<file path="src/rtl/bmag_pkg.sv">
package bmag_pkg;

   typedef enum logic [2:0] {
      ST_IDLE       = 3'd0,
      ST_FETCH_PTR  = 3'd1,
      ST_FETCH_TBL0 = 3'd2,
      ST_FETCH_TBL1 = 3'd3,
      ST_FETCH_HI   = 3'd4,
      ST_DONE       = 3'd5
   } bmag_state_e;

   localparam int unsigned SEL_W = 5;

   localparam logic [SEL_W-1:0] SEL_MM_RD  = 5'h10;
   localparam logic [SEL_W-1:0] SEL_MM_WR  = 5'h11;
   localparam logic [SEL_W-1:0] SEL_FETCH  = 5'h12;
   localparam logic [SEL_W-1:0] SEL_DSAREL = 5'h13;
   localparam logic [SEL_W-1:0] SEL_STATIC = 5'h14;
   localparam logic [SEL_W-1:0] SEL_DYN    = 5'h15;

endpackage

</file>
<file path="src/rtl/bmag_tbl_addr.sv">
module bmag_tbl_addr #(
   parameter int unsigned AW    = 32,
   parameter int unsigned OFS_W = 24
) (
   input  logic [AW-1:0]    base,
   input  logic [OFS_W-1:0] ofs,
   output logic [AW-1:0]    tbl_addr
);
   localparam int unsigned EXT_W = AW - OFS_W;

   logic [AW-1:0] ofs_ext;

   assign ofs_ext  = {{EXT_W{ofs[OFS_W-1]}}, ofs};
   assign tbl_addr = base + ofs_ext;
endmodule

</file>
<file path="src/rtl/bmag_hi_sel.sv">
module bmag_hi_sel
   import bmag_pkg::*;
#(
   parameter int unsigned DW   = 32,
   parameter int unsigned NSCR = 16
) (
   input  logic [SEL_W-1:0]   sel,
   input  logic [NSCR*DW-1:0] scratch_vec,
   input  logic [DW-1:0]      mm_rd,
   input  logic [DW-1:0]      mm_wr,
   input  logic [DW-1:0]      fetch,
   input  logic [DW-1:0]      dsarel,
   input  logic [DW-1:0]      stat,
   input  logic [DW-1:0]      dyn,
   output logic [DW-1:0]      hi,
   output logic               bad
);
   localparam int unsigned IW = (NSCR > 1) ? $clog2(NSCR) : 1;

   logic [DW-1:0] scr [NSCR];

   generate
      for (genvar g = 0; g < NSCR; g++) begin : g_unpack
         assign scr[g] = scratch_vec[g*DW +: DW];
      end
   endgenerate

   always_comb begin
      hi  = '0;
      bad = 1'b0;
      if (32'(sel) < NSCR) begin
         hi = scr[sel[IW-1:0]];
      end else begin
         case (sel)
            SEL_MM_RD:  hi = mm_rd;
            SEL_MM_WR:  hi = mm_wr;
            SEL_FETCH:  hi = fetch;
            SEL_DSAREL: hi = dsarel;
            SEL_STATIC: hi = stat;
            SEL_DYN:    hi = dyn;
            default:    bad = 1'b1;
         endcase
      end
   end
endmodule

</file>
<file path="src/rtl/bmag_seq.sv">
module bmag_seq
   import bmag_pkg::*;
#(
   parameter int unsigned AW      = 32,
   parameter int unsigned CNT_W   = 24,
   parameter int unsigned TBL_BIT = 28,
   parameter int unsigned IND_BIT = 29
) (
   input  logic                clk,
   input  logic                rst_n,
   input  logic                start,
   input  logic [AW-1:0]       w0,
   input  logic [AW-1:0]       w1,
   input  logic [AW-1:0]       ptr_in,
   input  logic [AW-1:0]       tbl_addr,
   input  logic                m40,
   input  logic                mti,
   input  logic                md64,
   output logic                mem_req,
   output logic [AW-1:0]       mem_addr,
   input  logic                mem_valid,
   input  logic [AW-1:0]       mem_data,
   output logic                busy,
   output logic                fin,
   output logic [CNT_W-1:0]    cnt_q,
   output logic [AW-1:0]       lo_q,
   output logic [AW-CNT_W-1:0] raw_q,
   output logic [AW-1:0]       ptr_q,
   output logic [AW-1:0]       dyn_q,
   output logic                tbl_q,
   output logic                hi_fetched_q,
   output logic                m40_q,
   output logic                mti_q
);
   localparam int unsigned HW = AW - CNT_W;

   bmag_state_e st;

   assign busy    = (st != ST_IDLE);
   assign fin     = (st == ST_DONE);
   assign mem_req = (st == ST_FETCH_PTR) || (st == ST_FETCH_TBL0) ||
                    (st == ST_FETCH_TBL1) || (st == ST_FETCH_HI);

   always_ff @(posedge clk or negedge rst_n) begin
      if (!rst_n) begin
         st           <= ST_IDLE;
         mem_addr     <= '0;
         cnt_q        <= '0;
         lo_q         <= '0;
         raw_q        <= '0;
         ptr_q        <= '0;
         dyn_q        <= '0;
         tbl_q        <= 1'b0;
         hi_fetched_q <= 1'b0;
         m40_q        <= 1'b0;
         mti_q        <= 1'b0;
      end else begin
         case (st)
            ST_IDLE: begin
               if (start) begin
                  cnt_q        <= w0[CNT_W-1:0];
                  lo_q         <= w1;
                  raw_q        <= '0;
                  ptr_q        <= ptr_in;
                  tbl_q        <= w0[TBL_BIT];
                  hi_fetched_q <= 1'b0;
                  m40_q        <= m40;
                  mti_q        <= mti;
                  if (w0[TBL_BIT]) begin
                     mem_addr <= tbl_addr;
                     st       <= ST_FETCH_TBL0;
                  end else if (w0[IND_BIT]) begin
                     mem_addr <= w1;
                     st       <= ST_FETCH_PTR;
                  end else if (md64) begin
                     mem_addr <= ptr_in;
                     st       <= ST_FETCH_HI;
                  end else begin
                     st       <= ST_DONE;
                  end
               end
            end
            ST_FETCH_PTR: begin
               if (mem_valid) begin
                  lo_q <= mem_data;
                  st   <= ST_DONE;
               end
            end
            ST_FETCH_TBL0: begin
               if (mem_valid) begin
                  cnt_q    <= mem_data[CNT_W-1:0];
                  raw_q    <= mem_data[AW-1 -: HW];
                  mem_addr <= mem_addr + AW'(4);
                  st       <= ST_FETCH_TBL1;
               end
            end
            ST_FETCH_TBL1: begin
               if (mem_valid) begin
                  lo_q <= mem_data;
                  st   <= ST_DONE;
               end
            end
            ST_FETCH_HI: begin
               if (mem_valid) begin
                  dyn_q        <= mem_data;
                  ptr_q        <= ptr_q + AW'(4);
                  hi_fetched_q <= 1'b1;
                  st           <= ST_DONE;
               end
            end
            default: begin
               st <= ST_IDLE;
            end
         endcase
      end
   end
endmodule

</file>
<file path="src/rtl/bmove_addr_gen.sv">
module bmove_addr_gen
   import bmag_pkg::*;
#(
   parameter int unsigned AW      = 32,
   parameter int unsigned CNT_W   = 24,
   parameter int unsigned NSCR    = 16,
   parameter int unsigned TBL_BIT = 28,
   parameter int unsigned IND_BIT = 29,
   parameter bit          TI64_EN = 1'b1
) (
   input  logic                 clk,
   input  logic                 rst_n,
   input  logic                 start,
   input  logic [AW-1:0]        instr_w0,
   input  logic [AW-1:0]        instr_w1,
   input  logic [AW-1:0]        script_ptr_in,
   input  logic [AW-1:0]        dsa_base,
   input  logic                 mode_40,
   input  logic                 mode_ti64,
   input  logic                 mode_d64,
   input  logic [NSCR*AW-1:0]   scratch_vec,
   input  logic [AW-1:0]        mm_rd_sel,
   input  logic [AW-1:0]        mm_wr_sel,
   input  logic [AW-1:0]        fetch_sel,
   input  logic [AW-1:0]        dsa_rel_sel,
   input  logic [AW-1:0]        static_sel,
   output logic                 mem_req,
   output logic [AW-1:0]        mem_addr,
   input  logic                 mem_valid,
   input  logic [AW-1:0]        mem_data,
   output logic                 busy,
   output logic                 done,
   output logic [CNT_W-1:0]     xfer_count,
   output logic [2*AW-1:0]      dma_addr,
   output logic [AW-1:0]        instr_addr,
   output logic [AW-1:0]        script_ptr_out,
   output logic [AW-1:0]        dyn_sel,
   output logic                 sel_err
);
   localparam int unsigned HW       = AW - CNT_W;
   localparam int unsigned IA_SHORT = 8;
   localparam int unsigned IA_LONG  = 12;

   generate
      if (CNT_W >= AW)            begin : g_chk_cnt  $error("count must be narrower than the word"); end
      if (HW < SEL_W)             begin : g_chk_hw   $error("table high field narrower than selector"); end
      if (NSCR < 1 || NSCR > 16)  begin : g_chk_nscr $error("scratch count out of range"); end
      if (TBL_BIT == IND_BIT)     begin : g_chk_bits $error("form flag bits must differ"); end
      if (TBL_BIT < CNT_W || IND_BIT < CNT_W || TBL_BIT >= AW || IND_BIT >= AW)
                                  begin : g_chk_pos  $error("form flag bits overlap the count"); end
   endgenerate

   logic [AW-1:0]    tbl_addr;
   logic             fin;
   logic [CNT_W-1:0] cnt_q;
   logic [AW-1:0]    lo_q;
   logic [HW-1:0]    raw_q;
   logic [AW-1:0]    ptr_q;
   logic             tbl_q;
   logic             hi_fetched_q;
   logic             m40_q;
   logic             mti_q;
   logic [AW-1:0]    sel_hi;
   logic             sel_bad;
   logic             ti_on;
   logic [AW-1:0]    hi_nxt;
   logic             bad_nxt;

   bmag_tbl_addr #(.AW(AW), .OFS_W(CNT_W)) u_tbl (
      .base     (dsa_base),
      .ofs      (instr_w1[CNT_W-1:0]),
      .tbl_addr (tbl_addr)
   );

   bmag_seq #(.AW(AW), .CNT_W(CNT_W), .TBL_BIT(TBL_BIT), .IND_BIT(IND_BIT)) u_seq (
      .clk          (clk),
      .rst_n        (rst_n),
      .start        (start),
      .w0           (instr_w0),
      .w1           (instr_w1),
      .ptr_in       (script_ptr_in),
      .tbl_addr     (tbl_addr),
      .m40          (mode_40),
      .mti          (mode_ti64),
      .md64         (mode_d64),
      .mem_req      (mem_req),
      .mem_addr     (mem_addr),
      .mem_valid    (mem_valid),
      .mem_data     (mem_data),
      .busy         (busy),
      .fin          (fin),
      .cnt_q        (cnt_q),
      .lo_q         (lo_q),
      .raw_q        (raw_q),
      .ptr_q        (ptr_q),
      .dyn_q        (dyn_sel),
      .tbl_q        (tbl_q),
      .hi_fetched_q (hi_fetched_q),
      .m40_q        (m40_q),
      .mti_q        (mti_q)
   );

   generate
      if (TI64_EN) begin : g_ti64
         bmag_hi_sel #(.DW(AW), .NSCR(NSCR)) u_hisel (
            .sel         (raw_q[SEL_W-1:0]),
            .scratch_vec (scratch_vec),
            .mm_rd       (mm_rd_sel),
            .mm_wr       (mm_wr_sel),
            .fetch       (fetch_sel),
            .dsarel      (dsa_rel_sel),
            .stat        (static_sel),
            .dyn         (dyn_sel),
            .hi          (sel_hi),
            .bad         (sel_bad)
         );
         assign ti_on = mti_q;
      end else begin : g_no_ti64
         assign sel_hi  = '0;
         assign sel_bad = 1'b0;
         assign ti_on   = 1'b0;
      end
   endgenerate

   always_comb begin
      hi_nxt  = '0;
      bad_nxt = 1'b0;
      if (tbl_q && m40_q) begin
         hi_nxt = AW'(raw_q);
      end else if (tbl_q && ti_on) begin
         hi_nxt  = sel_bad ? '0 : sel_hi;
         bad_nxt = sel_bad;
      end else if (m40_q || ti_on) begin
         hi_nxt = '0;
      end else if (dyn_sel != '0) begin
         hi_nxt = dyn_sel;
      end else if (static_sel != '0) begin
         hi_nxt = static_sel;
      end
   end

   always_ff @(posedge clk or negedge rst_n) begin
      if (!rst_n) begin
         done           <= 1'b0;
         xfer_count     <= '0;
         dma_addr       <= '0;
         instr_addr     <= '0;
         script_ptr_out <= '0;
         sel_err        <= 1'b0;
      end else begin
         done <= 1'b0;
         if (start && !busy) begin
            sel_err <= 1'b0;
         end
         if (fin) begin
            done           <= 1'b1;
            xfer_count     <= cnt_q;
            dma_addr       <= {hi_nxt, lo_q};
            script_ptr_out <= ptr_q;
            instr_addr     <= ptr_q - (hi_fetched_q ? AW'(IA_LONG) : AW'(IA_SHORT));
            sel_err        <= bad_nxt;
         end
      end
   end
endmodule

</file>
<file path="config.mk">
export PLATFORM = sky130hd
export DESIGN_NAME = bmove_addr_gen
export DESIGN_NICKNAME = d
export VERILOG_FILES = /design/src/rtl/bmag_pkg.sv /design/src/rtl/bmag_tbl_addr.sv /design/src/rtl/bmag_hi_sel.sv /design/src/rtl/bmag_seq.sv /design/src/rtl/bmove_addr_gen.sv
export SDC_FILE = /design/constraint.sdc
export NUM_CORES = 1
export LEC_CHECK = 0
export BUFFER_PORTS_ARGS = -buffer_cell sky130_fd_sc_hd__buf_4
export CAP_MARGIN = 20
export CORE_AREA = 2 2 411 413
export DETAILED_ROUTE_END_ITERATION = 12
export DIE_AREA = 0 0 413 415
export PLACE_DENSITY = 0.39
export SYNTH_ARGS = -nofsm -noshare
export SYNTH_HDL_FRONTEND = slang
export SYNTH_SLANG_ARGS = --single-unit
</file>
<file path="constraint.sdc">
create_clock -name clk -period 4.05 [get_ports clk]
set_input_delay 0.405 -clock clk [delete_from_list [all_inputs] [get_ports clk]]
set_output_delay 0.405 -clock clk [all_outputs]
set_load 0.02 [all_outputs]
</file>
After elaboration in Yosys (flattened, before gate mapping)
Cells that the tools add are included.

Output and inout bits: 220. Register bits after elaboration: 321. Logic and storage cells: 114.

Muxes and demuxes: 47. Order comparisons: 2. $add $sub $neg: 4. Reduce and logical (&&, ||, !) cells: 26. Equal/unequal tests: 17. Bitwise operators: 1.

Operators with widths (count): 32-bit two-way mux (18); 32-bit case mux with 2 select lines (3); 32-bit case mux with 6 select lines (1); 32-bit binary-select mux with 4-bit select (1); 32-bit by 3-bit adder with 32-bit output (second input constant) (2); 32-bit nonzero test (2); 24-bit two-way mux (2); 24-bit case mux with 2 select lines (1); 32-bit adder (1); 32-bit by 4-bit subtractor with 32-bit output (1); 5-bit == test (second input constant) (6); 3-bit two-way mux (6); 8-bit two-way mux (2); 8-bit case mux with 2 select lines (1); 3-bit AND reduction (4); 1-bit two-way mux (10); 3-bit case mux with 3 select lines (1); 2-bit nonzero test (4); 3-bit by 2-bit == test with 1-bit output (second input constant) (2); 3-bit == test (second input constant) (2); 2-bit inequality test (second input constant) (3); 6-bit OR reduction (1); 5-bit >= comparator (second input constant) (1); 5-bit < comparator (second input constant) (1); 14 further kinds (21).

Logic depth before layout (Yosys ltp)
Depth in word-level cells: 8. Mapped depth: 12. Gate-level depth less buffers: 12.

Hierarchy
From an unflattened synthesis, not the netlist that was laid out.

Cells, all modules: 2297. Area total of the unflattened synthesis: 23376.2 um^2.

Modules (own cells, without submodules): bmag_seq (area each 9165.0 um^2, seq. area each 4179.0 um^2, instances 1, cells an instance 1037); bmove_addr_gen (area each 6831.6 um^2, seq. area each 3803.6 um^2, instances 1, cells an instance 553); bmag_hi_sel (area each 5880.6 um^2, seq. area each 0.0 um^2, instances 1, cells an instance 505); bmag_tbl_addr (area each 1498.9 um^2, seq. area each 0.0 um^2, instances 1, cells an instance 202).

Worst setup path after synthesis
No wires, ideal clock.

Kind: input to register. From: input instr_w1[0]. To: register u_seq.mem_addr[30]. Library setup time: 0.069 ns. Setup slack: 1.240 ns. Buffers on the path: 0. Data required time: 3.981 ns. Arrival: 2.741 ns. Stages on the path: 12. Cells stage by stage: ha_1 > inv_1 > fa_1 > nand2b_1 > a21oi_1 > a21o_1 > o21ai_1 > a2bb2oi_2 > a31oi_1 > or4_1 > a211o_1 > nand3_1.

Longest elaborated chain between the ends: 4.

Ends and longest elaborated chain: start, declared (RTL line bmove_addr_gen.sv:15) `input logic [AW-1:0] instr_w1,`; 32-bit adder (RTL line bmag_tbl_addr.sv:14) `assign tbl_addr = base + ofs_ext;`; 32-bit two-way mux (RTL line bmag_seq.sv:69) `if (w0[TBL_BIT]) begin`; 32-bit two-way mux (RTL line bmag_seq.sv:60) `if (start) begin`; 32-bit case mux with 2 select lines (RTL line bmag_seq.sv:58) `case (st)`; end signal, assigned (RTL line bmag_seq.sv:70) `mem_addr <= tbl_addr;`; end signal, assigned (RTL line bmag_seq.sv:73) `mem_addr <= w1;`; end signal, assigned (RTL line bmag_seq.sv:76) `mem_addr <= ptr_in;`; end, declared (RTL line bmag_seq.sv:20) `output logic [AW-1:0] mem_addr,`.

No other way between the ends. The select of a mux whose other input is x is not followed. A chain may end at the register's enable or synchronous reset.

Worst setup path in the final report
From: register u_seq.st[2]. To: register u_seq.cnt_q[9].

Longest elaborated chain between the ends: 3. Elaborated cells on any way between the ends: 7. Classes of those cells: eq/ne: 3; mux: 1; reduce/logical: 3.

Ends and longest elaborated chain: start, declared (RTL line bmag_seq.sv:37) `bmag_state_e st;`; start signal, assigned (RTL line bmag_seq.sv:46) `st <= ST_IDLE;`; start signal, assigned (RTL line bmag_seq.sv:71) `st <= ST_FETCH_TBL0;`; start signal, assigned (RTL line bmag_seq.sv:74) `st <= ST_FETCH_PTR;`; 3-bit by 2-bit == test with 1-bit output or 3-bit zero test (tied branches) (RTL line bmag_seq.sv:58); 2-bit inequality test (no line) or 2-bit nonzero test (tied branches); 3-bit AND reduction (no line); end signal, assigned (RTL line bmag_seq.sv:61) `cnt_q <= w0[CNT_W-1:0];`; end signal, assigned (RTL line bmag_seq.sv:91) `cnt_q <= mem_data[CNT_W-1:0];`; end, declared (RTL line bmag_seq.sv:25) `output logic [CNT_W-1:0] cnt_q,`.

Several ways; a longest one is shown, not always the timed one.

==> out/results.txt <==
Status = completed
I/O Pins = 1059
Upper clock frequency limit = 0.292 GHz
CTS Sinks = 319
Row Count = 150
Crit path cell chain = nor3_2 > nand2_1 > buf_4 > nand2_2 > buf_4 > nor2_1 > a31oi_1 > dlygate4sd3_1
Int Pwr = 12.4 mW
Prevailing post-synth register cell = dfrtp_1
Clock buffer depth = 3
Synth top area cells = dfrtp_1, mux4_2, nand2_1
Die area = 171000 um^2
Critical Path Start Type = register
Req. time, crit path = 4.64 ns
#FFs+latches synth = 319
Leakage power total = 15.1 nW
Setup TNS = 0 ns
Most frequent cells in the layout = buf_4, nand2_1, dfrtp_1
Worst Tran Pin Value = 1.08 ns
Routed vias = 24983
Share of layout cells above drive strength 1 = 42.7%
Path category of the worst min-delay check = input port to register
CP max stage delay = 0.63 ns
Final Hold Vio Count = 0
Max Slew Vio Count = 0
Critical path class = register to register
Distinct cells, synth = 84
Ys Warns = 0
Fin crit share = 84.6%
Final wirelength = 200000 um
Syn_area_per_cell = 9.47 um^2
# placed instances = 5484
Pwr Density = 671 nW/um^2
Switching share of power = 47.3%
CTS buffer count = 47
Tot Pwr = 23.5 mW
Area Overhead vs Synth = 58.4%
CTS tree = built
Peak supply drop = 0.316 mV
Setup bufs post-CTS = 0
Syn nets = 3213
Clk root buf = clkbuf_16
Post-Layout Cell Count = 5660
Area leader, netlist = dfrtp_1
Sequential fraction of the synthesis area = 36.1%
GR Overflow Total = 0
Post-layout net count = 4250
Die width = 413 um
DRC viols = 0
DRT Pass-1 Iters = 5
Htree depth = 2
CP bufs+invs = 3
Synthesized cell area = 22100 um^2
Die Y = 415 um
Slowest CP cell = buf_4
Clk Latency, worst-skew pair = 0.65 ns
Vias in the first global route = 24434
First-pass GRT wire length = 254000 um
MaxCap Viol Count = 0
Crit-path max FO = 59
FF-to-FF setup slack = 0.62 ns
Tot GR Track Use = 22.5%
Reg power frac = 27.2%
Reg clk slew, reported paths = 0.06 ns
Post-synth EDFFs = 0
Maximum number of pins on one net before global-route repair = 101
DR vias/cell = 4.41
Rel. slew slack = 28.0%
Area of the core = 167000 um^2
Most used cell, CP = buf_4
WP data arrival = 4.02 ns
Synth async-reset ratio = 100%
Initial Util = 13.3%
Clk network pwr share = 19.6%
Fin crit period = 3.43 ns
Layout Skew = 0.0613 ns
Post-DP HPWL = 170000 um
Top-area cell type share of the netlist area = 36.1%
CP delay by family, top = buffers and inverters
RePlAce Congestion = 0.988
Post-CTS resize count = 0
Commonest non-fill, non-tap cell in the layout = buf_4
IO Port Bufs = 1052
Setup repair after global routing missed its margin = false
Drt wl/cell = 35.3 um
Crit end category = register
Cells after synthesis = 2338
Final setup fails = 0
Initial antenna violation count = 119
Switching power = 11.1 mW
Logic pwr share = 53.2%
Starting DRT DRC Count = 2299
Antenna Violating Nets Remaining = 0
-- registers in the layout, summed over array words and instances (netlist names), 3 cells and up --
signal / count
dma_addr: 64
instr_addr: 32
script_ptr_out: 30
u_seq.cnt_q: 24
u_seq.dyn_q: 32
u_seq.lo_q: 32
u_seq.mem_addr: 32
u_seq.ptr_q: 32
u_seq.raw_q: 8
u_seq.st: 3
xfer_count: 24
-- final cells by class --
type	instances	area, um^2
antenna	42	105
multi-input combinational	1800	13300
tap	2204	2760
timing repair buffer	1181	9090
clock buffer	67	1320
inverter	26	100
fill	18606	132000
clock inverter	21	380
sequential	319	8000
-- Yosys cell counts, types with 35 or more instances --
cell type,count
nor2_1,112
mux4_2,160
a31oi_1,42
mux2i_1,94
mux2_2,39
nand2_1,484
clkbuf_1,131
dfrtp_1,319
a21oi_1,168
ha_1,35
o21ai_0,223
nand3_1,53
-- routing by layer --
| metal | wire (um) | up-vias | global-route usage (%) | part of all wire, % |
|---|---|---|---|---|
| met1 | 81200 | 12695 | 28.4 | 41 |
| met2 | 97400 | 1202 | 37.7 | 49 |
| met4 | 8090 | 14 | 8.78 | 4.0 |
| li1 | - | 10821 | - | - |
| met3 | 13200 | 251 | 4.27 | 6.6 |
| met5 | 80 | - | 0 | 0.040 |
-- repair_timing --
action | 4_1_cts | 5_1_grt
hold endpoints to repair | 107 | 0
setup endpoints to repair | 0 | 0
hold buffers | 46 | 0
-- worst register-to-register path: cells and delay by family, from the launching register on --
kind            cells  cell delay [ns]
buf+inv             3             1.48
simple gates        4             1.16
flops               1             0.59
compound gates      1             0.16
-- power groups by stage --
stage                     combinational (mW)  sequential (mW)  clock, mW
after floorplan                         5.64             6.76          0
after global placement                  12.5             6.42          0
after detailed placement                12.6             6.43          0
after CTS                               12.7             6.40       4.75
after global routing                    13.4             6.60       4.86
final                                   12.5             6.39       4.61
-- through the flow --
step	area (um^2)	setup WS, ns	utilization [%]	hold WS (ns)
2_1_floorplan	22100	1.24	-	0.109
3_3_place_gp	32800	0.472	19.7	0.445
3_5_place_dp	32800	0.507	19.7	0.450
4_1_cts	35000	0.645	21.0	0.00172
5_1_grt	35000	0.436	21.0	0.0219
6_report	35100	0.623	21.0	0.0509
-- path summary, 6_finish.rpt --
kind,endpoint,cells past startpoint,start
min reg2reg,dma_addr[1]$_DFFE_PN0P_,2,u_seq.lo_q[1]$_DFFE_PN0P_
max reg2reg,u_seq.cnt_q[9]$_DFFE_PN0P_,8,u_seq.st[2]$_DFFE_PN0P_
min in group asynchronous,u_seq.ptr_q[14]$_DFFE_PN0P_,2,rst_n
max,u_seq.cnt_q[9]$_DFFE_PN0P_,8,u_seq.st[2]$_DFFE_PN0P_
max in group asynchronous,script_ptr_out[17]$_DFFE_PN0P_,3,rst_n
min,u_seq.dyn_q[23]$_DFFE_PN0P_,2,mem_data[23]
-- cells by family after synthesis --
kind of cell | synth area share, %
xor+xnor | 1.86
fa+ha+maj | 2.07
flops | 36.1
compound gates | 18.2
mux | 22.5
simple gates | 15.3
buf+inv | 4.01
(Power assumes the default switching activity.)
